`src/rtl/afr_pkg.sv`:
```
package afr_pkg;
  localparam int AFR_DATA_W = 8;
  localparam int AFR_OSR    = 16;
  localparam int AFR_SUB_W  = $clog2(AFR_OSR);
  localparam int AFR_IDX_W  = $clog2(AFR_DATA_W);
  localparam int AFR_PRE_W  = 6;
  localparam int AFR_RATE_W = 8;

  typedef enum logic [2:0] {
    TX_IDLE, TX_START, TX_DATA, TX_EXTRA, TX_STOP1, TX_STOP2
  } afr_tx_st_e;

  typedef enum logic [2:0] {
    RX_IDLE, RX_START, RX_DATA, RX_EXTRA, RX_STOP, RX_HOLD
  } afr_rx_st_e;

  // Last prescale count for a tap code: 4**sel - 1
  function automatic logic [AFR_PRE_W-1:0] afr_pre_last(input logic [1:0] sel);
    logic [AFR_PRE_W:0] div;
    div = (AFR_PRE_W+1)'(1) << (2 * sel);
    return AFR_PRE_W'(div - 1'b1);
  endfunction

  // Bit placed after the data: flag in multiprocessor format, else parity
  function automatic logic afr_extra_bit(input logic [AFR_DATA_W-1:0] d,
                                         input logic mp_en, input logic mp_bit,
                                         input logic odd);
    return mp_en ? mp_bit : ((^d) ^ odd);
  endfunction
endpackage

```
`src/rtl/afr_tick_gen.sv`:
```
module afr_tick_gen
  import afr_pkg::*;
(
  input  logic                  clk,
  input  logic                  rst_n,
  input  logic [1:0]            clk_sel,
  input  logic [AFR_RATE_W-1:0] rate,
  output logic                  os_tick
);
  logic [AFR_PRE_W-1:0]  pre_q;
  logic [AFR_RATE_W-1:0] rate_q;
  logic [AFR_PRE_W-1:0]  pre_last;
  logic                  pre_tick;
  logic                  rate_wrap;

  always_comb begin
    pre_last  = afr_pre_last(clk_sel);
    pre_tick  = (pre_q >= pre_last);
    rate_wrap = (rate_q >= rate);
    os_tick   = pre_tick && rate_wrap;
  end

  always_ff @(posedge clk or negedge rst_n) begin
    if (!rst_n) begin
      pre_q  <= '0;
      rate_q <= '0;
    end else begin
      pre_q <= pre_tick ? '0 : pre_q + 1'b1;
      if (pre_tick) rate_q <= rate_wrap ? '0 : rate_q + 1'b1;
    end
  end

  AST_PRE_GAP: assert property (@(posedge clk) disable iff (!rst_n)
    pre_tick && (pre_last != '0) |=> !pre_tick || !$stable(clk_sel));
endmodule

```
`src/rtl/afr_tx.sv`:
```
module afr_tx
  import afr_pkg::*;
(
  input  logic                  clk,
  input  logic                  rst_n,
  input  logic                  os_tick,
  input  logic                  two_stop,
  input  logic                  par_en,
  input  logic                  par_odd,
  input  logic                  mp_en,
  input  logic                  in_valid,
  input  logic [AFR_DATA_W-1:0] in_data,
  input  logic                  in_mp,
  output logic                  in_ready,
  output logic                  txd
);
  localparam logic [AFR_SUB_W-1:0] SUB_LAST = AFR_SUB_W'(AFR_OSR - 1);
  localparam logic [AFR_IDX_W-1:0] IDX_LAST = AFR_IDX_W'(AFR_DATA_W - 1);

  afr_tx_st_e            state_q;
  logic [AFR_DATA_W-1:0] shreg_q;
  logic [AFR_SUB_W-1:0]  sub_q;
  logic [AFR_IDX_W-1:0]  idx_q;
  logic                  extra_q, has_extra_q, two_q;
  logic                  tx_accept, bit_end;

  assign in_ready  = (state_q == TX_IDLE);
  assign tx_accept = in_valid && in_ready;
  assign bit_end   = os_tick && (sub_q == SUB_LAST);

  always_comb begin
    case (state_q)
      TX_START: txd = 1'b0;
      TX_DATA:  txd = shreg_q[0];
      TX_EXTRA: txd = extra_q;
      default:  txd = 1'b1;
    endcase
  end

  always_ff @(posedge clk or negedge rst_n) begin
    if (!rst_n) begin
      state_q     <= TX_IDLE;
      shreg_q     <= '0;
      sub_q       <= '0;
      idx_q       <= '0;
      extra_q     <= 1'b0;
      has_extra_q <= 1'b0;
      two_q       <= 1'b0;
    end else if (tx_accept) begin
      state_q     <= TX_START;
      shreg_q     <= in_data;
      sub_q       <= '0;
      extra_q     <= afr_extra_bit(in_data, mp_en, in_mp, par_odd);
      has_extra_q <= mp_en | par_en;
      two_q       <= two_stop;
    end else if (state_q != TX_IDLE && os_tick) begin
      sub_q <= sub_q + 1'b1;
      if (bit_end) begin
        case (state_q)
          TX_START: begin
            state_q <= TX_DATA;
            idx_q   <= '0;
          end
          TX_DATA: begin
            shreg_q <= shreg_q >> 1;
            idx_q   <= idx_q + 1'b1;
            if (idx_q == IDX_LAST) state_q <= has_extra_q ? TX_EXTRA : TX_STOP1;
          end
          TX_EXTRA: state_q <= TX_STOP1;
          TX_STOP1: state_q <= two_q ? TX_STOP2 : TX_IDLE;
          default:  state_q <= TX_IDLE;
        endcase
      end
    end
  end

  AST_ACCEPT_START_LOW: assert property (@(posedge clk) disable iff (!rst_n)
    tx_accept |=> !txd);
  AST_READY_DROP: assert property (@(posedge clk) disable iff (!rst_n)
    tx_accept |=> !in_ready);
endmodule

```
`src/rtl/afr_rx.sv`:
```
module afr_rx
  import afr_pkg::*;
(
  input  logic                  clk,
  input  logic                  rst_n,
  input  logic                  os_tick,
  input  logic                  par_en,
  input  logic                  par_odd,
  input  logic                  mp_en,
  input  logic                  rxd,
  output logic                  out_valid,
  output logic [AFR_DATA_W-1:0] out_data,
  output logic                  out_mp,
  output logic                  out_ferr,
  output logic                  out_perr
);
  localparam logic [AFR_SUB_W-1:0] SUB_LAST  = AFR_SUB_W'(AFR_OSR - 1);
  localparam logic [AFR_SUB_W-1:0] SAMPLE_AT = AFR_SUB_W'(AFR_OSR / 2 - 1);
  localparam logic [AFR_IDX_W-1:0] IDX_LAST  = AFR_IDX_W'(AFR_DATA_W - 1);

  afr_rx_st_e            state_q;
  logic [1:0]            sync_q;
  logic [AFR_SUB_W-1:0]  sub_q;
  logic [AFR_IDX_W-1:0]  idx_q;
  logic [AFR_DATA_W-1:0] shreg_q;
  logic                  extra_q, use_extra_q, mp_q, odd_q;
  logic                  line, sample, bit_end, start_reject, rx_emit, counting;

  assign line         = sync_q[1];
  assign sample       = os_tick && (sub_q == SAMPLE_AT);
  assign bit_end      = os_tick && (sub_q == SUB_LAST);
  assign start_reject = (state_q == RX_START) && sample && line;
  assign rx_emit      = (state_q == RX_STOP) && sample;
  assign counting     = (state_q != RX_IDLE) && (state_q != RX_HOLD);

  always_ff @(posedge clk or negedge rst_n) begin
    if (!rst_n) begin
      sync_q      <= 2'b11;
      state_q     <= RX_IDLE;
      sub_q       <= '0;
      idx_q       <= '0;
      shreg_q     <= '0;
      extra_q     <= 1'b0;
      use_extra_q <= 1'b0;
      mp_q        <= 1'b0;
      odd_q       <= 1'b0;
      out_valid   <= 1'b0;
      out_data    <= '0;
      out_mp      <= 1'b0;
      out_ferr    <= 1'b0;
      out_perr    <= 1'b0;
    end else begin
      sync_q    <= {sync_q[0], rxd};
      out_valid <= 1'b0;
      if (counting && os_tick) sub_q <= sub_q + 1'b1;
      case (state_q)
        RX_IDLE: if (!line) begin
          state_q     <= RX_START;
          sub_q       <= '0;
          use_extra_q <= par_en | mp_en;
          mp_q        <= mp_en;
          odd_q       <= par_odd;
        end
        RX_START: begin
          if (start_reject) state_q <= RX_IDLE;
          else if (bit_end) begin
            state_q <= RX_DATA;
            idx_q   <= '0;
          end
        end
        RX_DATA: begin
          if (sample) shreg_q <= {line, shreg_q[AFR_DATA_W-1:1]};
          if (bit_end) begin
            idx_q <= idx_q + 1'b1;
            if (idx_q == IDX_LAST) state_q <= use_extra_q ? RX_EXTRA : RX_STOP;
          end
        end
        RX_EXTRA: begin
          if (sample) extra_q <= line;
          if (bit_end) state_q <= RX_STOP;
        end
        RX_STOP: if (rx_emit) begin
          out_valid <= 1'b1;
          out_data  <= shreg_q;
          out_mp    <= mp_q & extra_q;
          out_ferr  <= !line;
          out_perr  <= use_extra_q && !mp_q &&
                       (extra_q != afr_extra_bit(shreg_q, 1'b0, 1'b0, odd_q));
          state_q   <= line ? RX_IDLE : RX_HOLD;
        end
        RX_HOLD: if (line) state_q <= RX_IDLE;
        default: state_q <= RX_IDLE;
      endcase
    end
  end

  AST_GLITCH_IDLE: assert property (@(posedge clk) disable iff (!rst_n)
    start_reject |=> (state_q == RX_IDLE));
  AST_HOLD_LOW_LINE: assert property (@(posedge clk) disable iff (!rst_n)
    (state_q == RX_HOLD) && !line |=> (state_q == RX_HOLD));
  AST_FERR_PARKS: assert property (@(posedge clk) disable iff (!rst_n)
    out_valid && out_ferr |-> (state_q == RX_HOLD) || (state_q == RX_IDLE));
  AST_VALID_PULSE: assert property (@(posedge clk) disable iff (!rst_n)
    out_valid |=> !out_valid);
  AST_MP_NO_PERR: assert property (@(posedge clk) disable iff (!rst_n)
    out_valid && out_mp |-> !out_perr);
endmodule

```
`src/rtl/async_framer.sv`:
```
module async_framer
  import afr_pkg::*;
(
  input  logic                  clk,
  input  logic                  rst_n,
  input  logic                  cfg_two_stop,
  input  logic                  cfg_par_en,
  input  logic                  cfg_par_odd,
  input  logic                  cfg_mp_en,
  input  logic [1:0]            cfg_clk_sel,
  input  logic [AFR_RATE_W-1:0] cfg_rate,
  input  logic                  tx_valid,
  input  logic [AFR_DATA_W-1:0] tx_data,
  input  logic                  tx_mp,
  output logic                  tx_ready,
  output logic                  txd,
  input  logic                  rxd,
  output logic                  rx_valid,
  output logic [AFR_DATA_W-1:0] rx_data,
  output logic                  rx_mp,
  output logic                  rx_frame_err,
  output logic                  rx_parity_err
);
  logic os_tick;

  afr_tick_gen u_tick (
    .clk(clk), .rst_n(rst_n), .clk_sel(cfg_clk_sel), .rate(cfg_rate), .os_tick(os_tick)
  );

  afr_tx u_tx (
    .clk(clk), .rst_n(rst_n), .os_tick(os_tick), .two_stop(cfg_two_stop),
    .par_en(cfg_par_en), .par_odd(cfg_par_odd), .mp_en(cfg_mp_en),
    .in_valid(tx_valid), .in_data(tx_data), .in_mp(tx_mp), .in_ready(tx_ready), .txd(txd)
  );

  afr_rx u_rx (
    .clk(clk), .rst_n(rst_n), .os_tick(os_tick),
    .par_en(cfg_par_en), .par_odd(cfg_par_odd), .mp_en(cfg_mp_en), .rxd(rxd),
    .out_valid(rx_valid), .out_data(rx_data), .out_mp(rx_mp),
    .out_ferr(rx_frame_err), .out_perr(rx_parity_err)
  );
endmodule

```
`config.mk`:
```
export PLATFORM = sky130hd
export DESIGN_NAME = async_framer
export DESIGN_NICKNAME = d
export VERILOG_FILES = /design/src/rtl/afr_pkg.sv /design/src/rtl/afr_tick_gen.sv /design/src/rtl/afr_tx.sv /design/src/rtl/afr_rx.sv /design/src/rtl/async_framer.sv
export SDC_FILE = /design/constraint.sdc
export NUM_CORES = 1
export LEC_CHECK = 0
export BUFFER_PORTS_ARGS = -buffer_cell sky130_fd_sc_hd__buf_2
export CAP_MARGIN = 5
export CELL_PAD_IN_SITES_DETAIL_PLACEMENT = 1
export CELL_PAD_IN_SITES_GLOBAL_PLACEMENT = 2
export CORE_MARGIN = 2
export CORE_UTILIZATION = 39
export DETAILED_ROUTE_END_ITERATION = 8
export PLACE_DENSITY = 0.92
export SLEW_MARGIN = 20
export SYNTH_ARGS = -nofsm -noshare
export SYNTH_HDL_FRONTEND = slang
export SYNTH_HIERARCHICAL = 1
export SYNTH_SLANG_ARGS = --single-unit
```
`constraint.sdc`:
```
create_clock -name clk -period 3.55 [get_ports clk]
set_clock_uncertainty 0.15 [all_clocks]
set_input_delay 0.1775 -clock clk [delete_from_list [all_inputs] [get_ports clk]]
set_output_delay 0.1775 -clock clk [all_outputs]
set_load 0.05 [all_outputs]
```
==> impl_metrics.json, run 1 <==
{
  "critPathLaunchType": "flop",
  "clock.fmax_ghz": 0.323,
  "async_flop_share_pct": 100,
  "grt_use_total_pct": 17.4,
  "status": "complete, no violations",
  "die-area_sq_mm": 0.0109,
  "min_period_ns": 3.09,
  "synth_cells": 371,
  "worst-r2r-setup-slack_ns": 0.46,
  "grt_pass1_wl_um": 15200,
  "wl_per_cell_um": 15.8,
  "finalWirelength_um": 8780,
  "swShare_pct": 32.5,
  "netlist_area_sq_mm": 0.00394,
  "syn2layout_area_growth_pct": 15.2,
  "worst_pin_slew_ns": 0.751,
  "hold_buffers": 7,
  "clkSinkCount": 71,
  "crit_family": "simple AND/OR/NAND/NOR gates",
  "worstReg2RegStart": "u_tick/rate_q[3]$_DFFE_PN0N_",
  "die_w_um": 105,
  "seq_power_share_pct": 46.2,
  "place_hpwl_um": 6140,
  "row_count": 36,
  "cts_tree": "done",
  "slew_viol_final": 0,
  "ir_worst_vdd_v": 0.000225,
  "cts_resized": 0,
  "htreeDepth": 3,
  "synth.most_common_cell": "dfrtp_1",
  "viasPerCell": 5.25,
  "fin_setup_tns_ns": 0,
  "synth_largest_area_cell": "dfrtp_1",
  "ff2ff_path_depth": 9,
  "switchingPower_mw": 0.735,
  "antenna_found_initial": 0,
  "final_layout_size_suffix_gt1_share_pct": 24.5,
  "synth-main-ff-cell": "dfrtp_1",
  "io_buffers": 40,
  "routabilityCongestion": 0.765,
  "post_cts_buffers": 0,
  "comb_power_share_pct": 24.1,
  "synthTopCellsByCount": "dfrtp_1, nand2_1, o21ai_0",
  "coreArea_sq_mm": 0.00977,
  "fin_crit_sh_pct": 87.1,
  "seq_area_frac_synth_pct": 45.1,
  "min_to": "u_rx/mp_q$_DFFE_PN0P_",
  "p_int_mw": 1.52,
  "clk_pin_slew_ns": 0.08,
  "relSlewSlack_pct": 49.5,
  "drt_first_pass_iters": 4,
  "crit_chain": "ha_1 -> o211ai_1 -> o21a_1 -> o21ai_4 -> and2_1 -> nand3_1 -> nor2_2 -> and3_1 -> mux2_2",
  "synth_nets": 420,
  "yosysWarnings": 6,
  "hp-start": "cfg_mp_en",
  "cts_root_buffer": "clkbuf_8",
  "p_leak_nw": 2.23,
  "ios": 41,
  "drc": 0,
  "min_path_type": "in2reg",
  "num_vias": 2923,
  "grt_overflow": 0,
  "crit_buf_inv": 0,
  "grt_max_degree": 51,
  "crit_required_ns": 3.65,
  "start_util_pct": 40.3,
  "cts_made_buffers": 9,
  "whs_path_depth": 2,
  "crit_slowest_cell": "and3_1",
  "synth_seq_cells": 71,
  "final_net_count": 468,
  "antenna_left": 0,
  "setup_viol": 0,
  "grt_pass1_vias": 3106,
  "fp.dieH_um": 105,
  "insertion_delay_ns": 0.36,
  "yosysTopAreaCellShare_pct": 43.8,
  "synth_area_leaders": "dfrtp_1, ha_1, mux2_2",
  "antenna_cells": 0,
  "yosysUniqueCellTypes": 63,
  "p_clk_share_pct": 29.7,
  "postSynthAreaPerCell_sq_um": 10.6,
  "final_util_pct": 46.5,
  "finalHoldViolations": 0,
  "p_per_area_mw_per_mm2": 497,
  "endpoint_kind": "flop",
  "crit_arrival_ns": 3.19,
  "crit_fanout": 9,
  "r2r-end": "u_rx/shreg_q[3]$_DFFE_PN0P_",
  "synth_edf_count": 0,
  "critPathKind": "reg2reg",
  "clockBufferDepth": 2,
  "max_stage_delay_ns": 0.45,
  "drt-initial-drc-count": 80,
  "drv.max_cap_violation_count": 0,
  "rsz0062_at_grt": "no"
}
-- kinds of logic (layout without fill, tap and decap cells) --
family | after synthesis | in the layout | share of synthesized area (%)
AO/OA/AOI/OAI | 74 | 74 | 13.6
flip-flops | 71 | 71 | 45.1
adder cells (fa/ha/maj) | 22 | 22 | 6.98
XOR/XNOR | 22 | 22 | 5.59
AND/OR/NAND/NOR | 114 | 114 | 15.6
multiplexers | 31 | 31 | 8.76
buffers and inverters | 37 | 90 | 4.32
-- cells in the final DEF (no fill, tap or decap), drive strengths merged, types with 3 or more instances in the layout --
cell type and count:
ha 22, mux2 25, nor2 24, a21oi 7
nand3 7, nor2b 6, and3 6, mux2i 6
a211oi 3, clkbuf 9, dlygate4sd3 7, nand3b 3
xnor2 14, a22o 10, a21o 3, dfrtp 69
a2111oi 3, nor3 6, o21ai 28, nand4 3
nand2 41, nor4b 3, o31ai 3, and2b 4
xor2 6, inv 24, buf 45, a31oi 3
o2bb2ai 3
-- stage by stage --
step | cells | worst slack [ns] | power, mW | cell area (sq um) | hold WS, ns
after global placement | 534 | 0.599 | 1.56 | 4270 | 0.132
after CTS | 557 | 0.439 | 2.29 | 4540 | 0.00502
after floorplan | 371 | 0.626 | 1.44 | 3940 | -0.268
final | 557 | 0.458 | 2.26 | 4540 | 0.0212
after detailed placement | 534 | 0.450 | 1.60 | 4270 | 0.112
after global routing | 557 | 0.202 | 2.42 | 4540 | 0.0164
-- area by class of cell --
type	instances	area, sq um
sequential	71	1780
timing repair buffer	52	310
fill	1097	5230
clock buffer	9	124
clock inverter	7	80.1
tap	133	166
multi-input combinational	263	2000
inverter	22	82.6
-- worst max path at each step --
stage	from	endpoint	slack, ns	cells after the start
after global placement	u_tick/rate_q[3]$_DFFE_PN0N_	u_rx/shreg_q[4]$_DFFE_PN0P_	0.60	9
final	u_tick/rate_q[3]$_DFFE_PN0N_	u_rx/shreg_q[3]$_DFFE_PN0P_	0.46	9
after floorplan	cfg_clk_sel[1]	u_tx/shreg_q[1]$_DFFE_PN0P_	0.63	11
after global routing	u_tick/rate_q[3]$_DFFE_PN0N_	u_rx/shreg_q[1]$_DFFE_PN0P_	0.20	9
after CTS	u_tick/rate_q[3]$_DFFE_PN0N_	u_rx/shreg_q[3]$_DFFE_PN0P_	0.44	9
after detailed placement	u_tick/rate_q[3]$_DFFE_PN0N_	u_rx/shreg_q[3]$_DFFE_PN0P_	0.45	9
-- power by group through the flow --
stage,clock (mW),combinational (mW),sequential [mW]
final,0.670,0.544,1.04
after global routing,0.731,0.622,1.06
after CTS,0.691,0.557,1.04
after detailed placement,0,0.540,1.06
after global placement,0,0.510,1.05
after floorplan,0,0.431,1.01
-- routing by layer --
metal | vias up | global-route usage (%) | part of all wire (%) | wire (um)
li1 | 1416 | - | - | -
met1 | 1466 | 22.9 | 47 | 4100
met2 | 31 | 28.7 | 50 | 4360
met3 | 10 | 3.74 | 2.2 | 197
met4 | 0 | 5.12 | 1.3 | 117
met5 | - | 0 | 0 | 0
-- state kept, by name, indices dropped and copies added (netlist names), 2 cells and up --
| register | count |
|---|---|
| u_tx/shreg_q | 8 |
| u_tx/state_q | 3 |
| u_tick/pre_q | 6 |
| u_rx/state_q | 3 |
| u_tx/idx_q | 3 |
| u_rx/sub_q | 4 |
| u_tick/rate_q | 8 |
| u_rx/shreg_q | 8 |
| u_rx/sync_q | 2 |
| u_rx/idx_q | 3 |
| u_rx/out_data | 8 |
| u_tx/sub_q | 4 |
-- worst reg2reg max path: stages, from the launching register on --
cell and delay (ns):
dfrtp_1 0.44, ha_1 0.32, o211ai_1 0.08, o21a_1 0.21
o21ai_4 0.26, and2_1 0.28, nand3_1 0.15, nor2_2 0.25
and3_1 0.45, mux2_2 0.39
Note: power is estimated with default switching activity, not from simulation.
==> run 2, diff against run 1 <==
--- a/config.mk
+++ b/config.mk
@@ -7,12 +7,10 @@
 export LEC_CHECK = 0
 export BUFFER_PORTS_ARGS = -buffer_cell sky130_fd_sc_hd__buf_2
 export CAP_MARGIN = 5
-export CELL_PAD_IN_SITES_DETAIL_PLACEMENT = 1
-export CELL_PAD_IN_SITES_GLOBAL_PLACEMENT = 2
 export CORE_MARGIN = 2
-export CORE_UTILIZATION = 39
+export CORE_UTILIZATION = 40
 export DETAILED_ROUTE_END_ITERATION = 8
-export PLACE_DENSITY = 0.92
+export PLACE_DENSITY = 0.72
 export SLEW_MARGIN = 20
 export SYNTH_ARGS = -nofsm -noshare
 export SYNTH_HDL_FRONTEND = slang
==> constraint.sdc (replaced) <==
create_clock -name clk -period 2.66 [get_ports clk]
set_clock_uncertainty 0.15 [all_clocks]
set_input_delay 0.133 -clock clk [delete_from_list [all_inputs] [get_ports clk]]
set_output_delay 0.133 -clock clk [all_outputs]
set_load 0.05 [all_outputs]
==> impl_metrics.json, run 2 (same netlist as run 1, synthesis figures left out) <==
{
  "final_cell_mix": "dfrtp_1, nand2_1, buf_2",
  "register_area_sq_mm": 0.00178,
  "wl_met3_um": 189,
  "coreArea_sq_mm": 0.00968,
  "critPathLaunchType": "flop",
  "drv.max_cap_violation_count": 0,
  "swShare_pct": 30.6,
  "worstReg2RegStart": "u_tick/rate_q[1]$_DFFE_PN0N_",
  "status": "complete, no violations",
  "fp.dieH_um": 103,
  "worst_pin_slew_ns": 0.767,
  "ir_worst_vdd_v": 0.000309,
  "syn2layout_area_growth_pct": 23.7,
  "power_mw": 3.04,
  "antenna_found_initial": 0,
  "slew_viol_final": 0,
  "hp-start": "tx_data[2]",
  "clockBufferDepth": 2,
  "htreeDepth": 3,
  "wl_per_cell_um": 13.6,
  "crit_fanout": 5,
  "start_util_pct": 40.7,
  "clkSinkCount": 71,
  "fin_crit_sh_pct": 99.4,
  "nFillCells": 856,
  "crit_required_ns": 2.77,
  "multi_input_area_sq_mm": 0.00210,
  "grt_pass1_vias": 2936,
  "wl_met1_um": 3680,
  "min_path_type": "in2reg",
  "rsz0062_at_grt": "yes",
  "ff2ff_path_depth": 10,
  "p_per_area_mw_per_mm2": 623,
  "met2_length_um": 3910,
  "row_count": 36,
  "cts_root_buffer": "clkbuf_8",
  "viasPerCell": 5.09,
  "clk_pin_slew_ns": 0.07,
  "cts_tree": "done",
  "finalHoldViolations": 0,
  "endpoint_kind": "flop",
  "die-area_sq_mm": 0.0107,
  "relSlewSlack_pct": 48.5,
  "drt-initial-drc-count": 123,
  "grt_use_total_pct": 15.9,
  "whs_path_depth": 4,
  "setup_viol": 0,
  "die_w_um": 103,
  "whs_ns": 0.00908,
  "highest_layer": "met4",
  "p_int_mw": 2.11,
  "finalWirelength_um": 7940,
  "p_leak_nw": 2.40,
  "insertion_delay_ns": 0.35,
  "drc": 0,
  "critPathKind": "reg2reg",
  "grt_pass1_wl_um": 13200,
  "ios": 41,
  "grt_max_degree": 35,
  "routabilityCongestion": 0.817,
  "io_buffers": 40,
  "antenna_cells": 0,
  "layout_commonest_cell": "dfrtp_1",
  "final_layout_size_suffix_gt1_share_pct": 29.9,
  "clock.fmax_ghz": 0.378,
  "min_period_ns": 2.64,
  "grt_overflow": 0,
  "min_to": "u_tx/shreg_q[2]$_DFFE_PN0P_",
  "worst-r2r-setup-slack_ns": 0.02,
  "cts_made_buffers": 9,
  "comb_power_share_pct": 28.2,
  "r2r-end": "u_rx/state_q[1]$_DFFE_PN0P_",
  "seq_power_share_pct": 44.5,
  "drt_first_pass_iters": 4,
  "p_clk_share_pct": 27.3,
  "final_net_count": 496,
  "place_hpwl_um": 5490,
  "antenna_left": 0,
  "num_vias": 2979,
  "crit_arrival_ns": 2.75,
  "switchingPower_mw": 0.931
}
[run 2: changes by cell type in the layout (fill, tap and decap cells not counted), sizes merged]
cell / delta
clkinv: +4
clkinvlp: -2
buf: +22
inv: -2
dlygate4sd3: +6
[run 2: cell type report]
| class | instances | area share, % |
|---|---|---|
| Inverter | 22 | 1.69 |
| Tap cell | 133 | 3.41 |
| Sequential cell | 71 | 36.5 |
| Multi-Input combinational cell | 263 | 43.1 |
| Timing Repair Buffer | 80 | 11.4 |
| Clock inverter | 7 | 1.31 |
| Clock buffer | 9 | 2.54 |
[run 2: metrics by stage]
step / util [%] / cells / cell area [sq um] / TNS [ns] / setup slack [ns]
floorplan: - / 371 / 3980 / -0.866 / -0.168
global placement: 46.3 / 553 / 4480 / -0.150 / -0.0378
finish: 50.3 / 585 / 4880 / 0 / 0.0170
global route: 50.3 / 585 / 4880 / -0.343 / -0.0927
detailed placement: 46.3 / 553 / 4480 / -0.473 / -0.107
CTS: 49.8 / 584 / 4830 / -0.00214 / -0.00214
[run 2: routing by layer]
layer | GRT usage [%] | up-vias
li1 | - | 1463
met1 | 19.8 | 1462
met2 | 26.7 | 43
met3 | 3.23 | 11
met4 | 7.19 | 0
met5 | 0 | -
[run 2: critical path: stages (launching register included)]
cell and delay, ns:
dfrtp_1 0.40, ha_1 0.29, o211ai_1 0.08, o21a_1 0.21, o21ai_4 0.16, and2_4 0.22, nand4_1 0.14, o21ai_2 0.18
o31ai_2 0.09, or3_4 0.43, o31ai_2 0.21
[run 2: worst max path at each step]
stage	from	end	slack, ns	cells past startpoint
global route	u_tick/rate_q[1]$_DFFE_PN0N_	u_rx/state_q[1]$_DFFE_PN0P_	-0.09	10
detailed placement	cfg_clk_sel[1]	u_rx/state_q[0]$_DFFE_PN0P_	-0.11	12
floorplan	u_tick/pre_q[0]$_DFF_PN0_	u_tx/shreg_q[1]$_DFFE_PN0P_	-0.17	11
finish	u_tick/rate_q[1]$_DFFE_PN0N_	u_rx/state_q[1]$_DFFE_PN0P_	0.02	10
global placement	cfg_clk_sel[1]	u_rx/state_q[0]$_DFFE_PN0P_	-0.04	12
CTS	u_tick/rate_q[1]$_DFFE_PN0N_	u_rx/state_q[1]$_DFFE_PN0P_	-0.002	10
[run 2: timing repair]
action                                 CTS  global route
hold buffers                            13             0
endpoints found under the hold margin   44             0
setup buffers                            2             2
resized for setup                        2            10
pin swaps                                3             6
setup endpoints to repair                7            20
[run 2: power groups by stage]
stage	registers, mW	logic [mW]	clock network, mW
2_1_floorplan	1.35	0.595	0
3_3_place_gp	1.37	0.780	0
3_5_place_dp	1.37	0.821	0
4_1_cts	1.35	0.864	0.845
5_1_grt	1.37	0.964	0.894
6_report	1.35	0.858	0.828
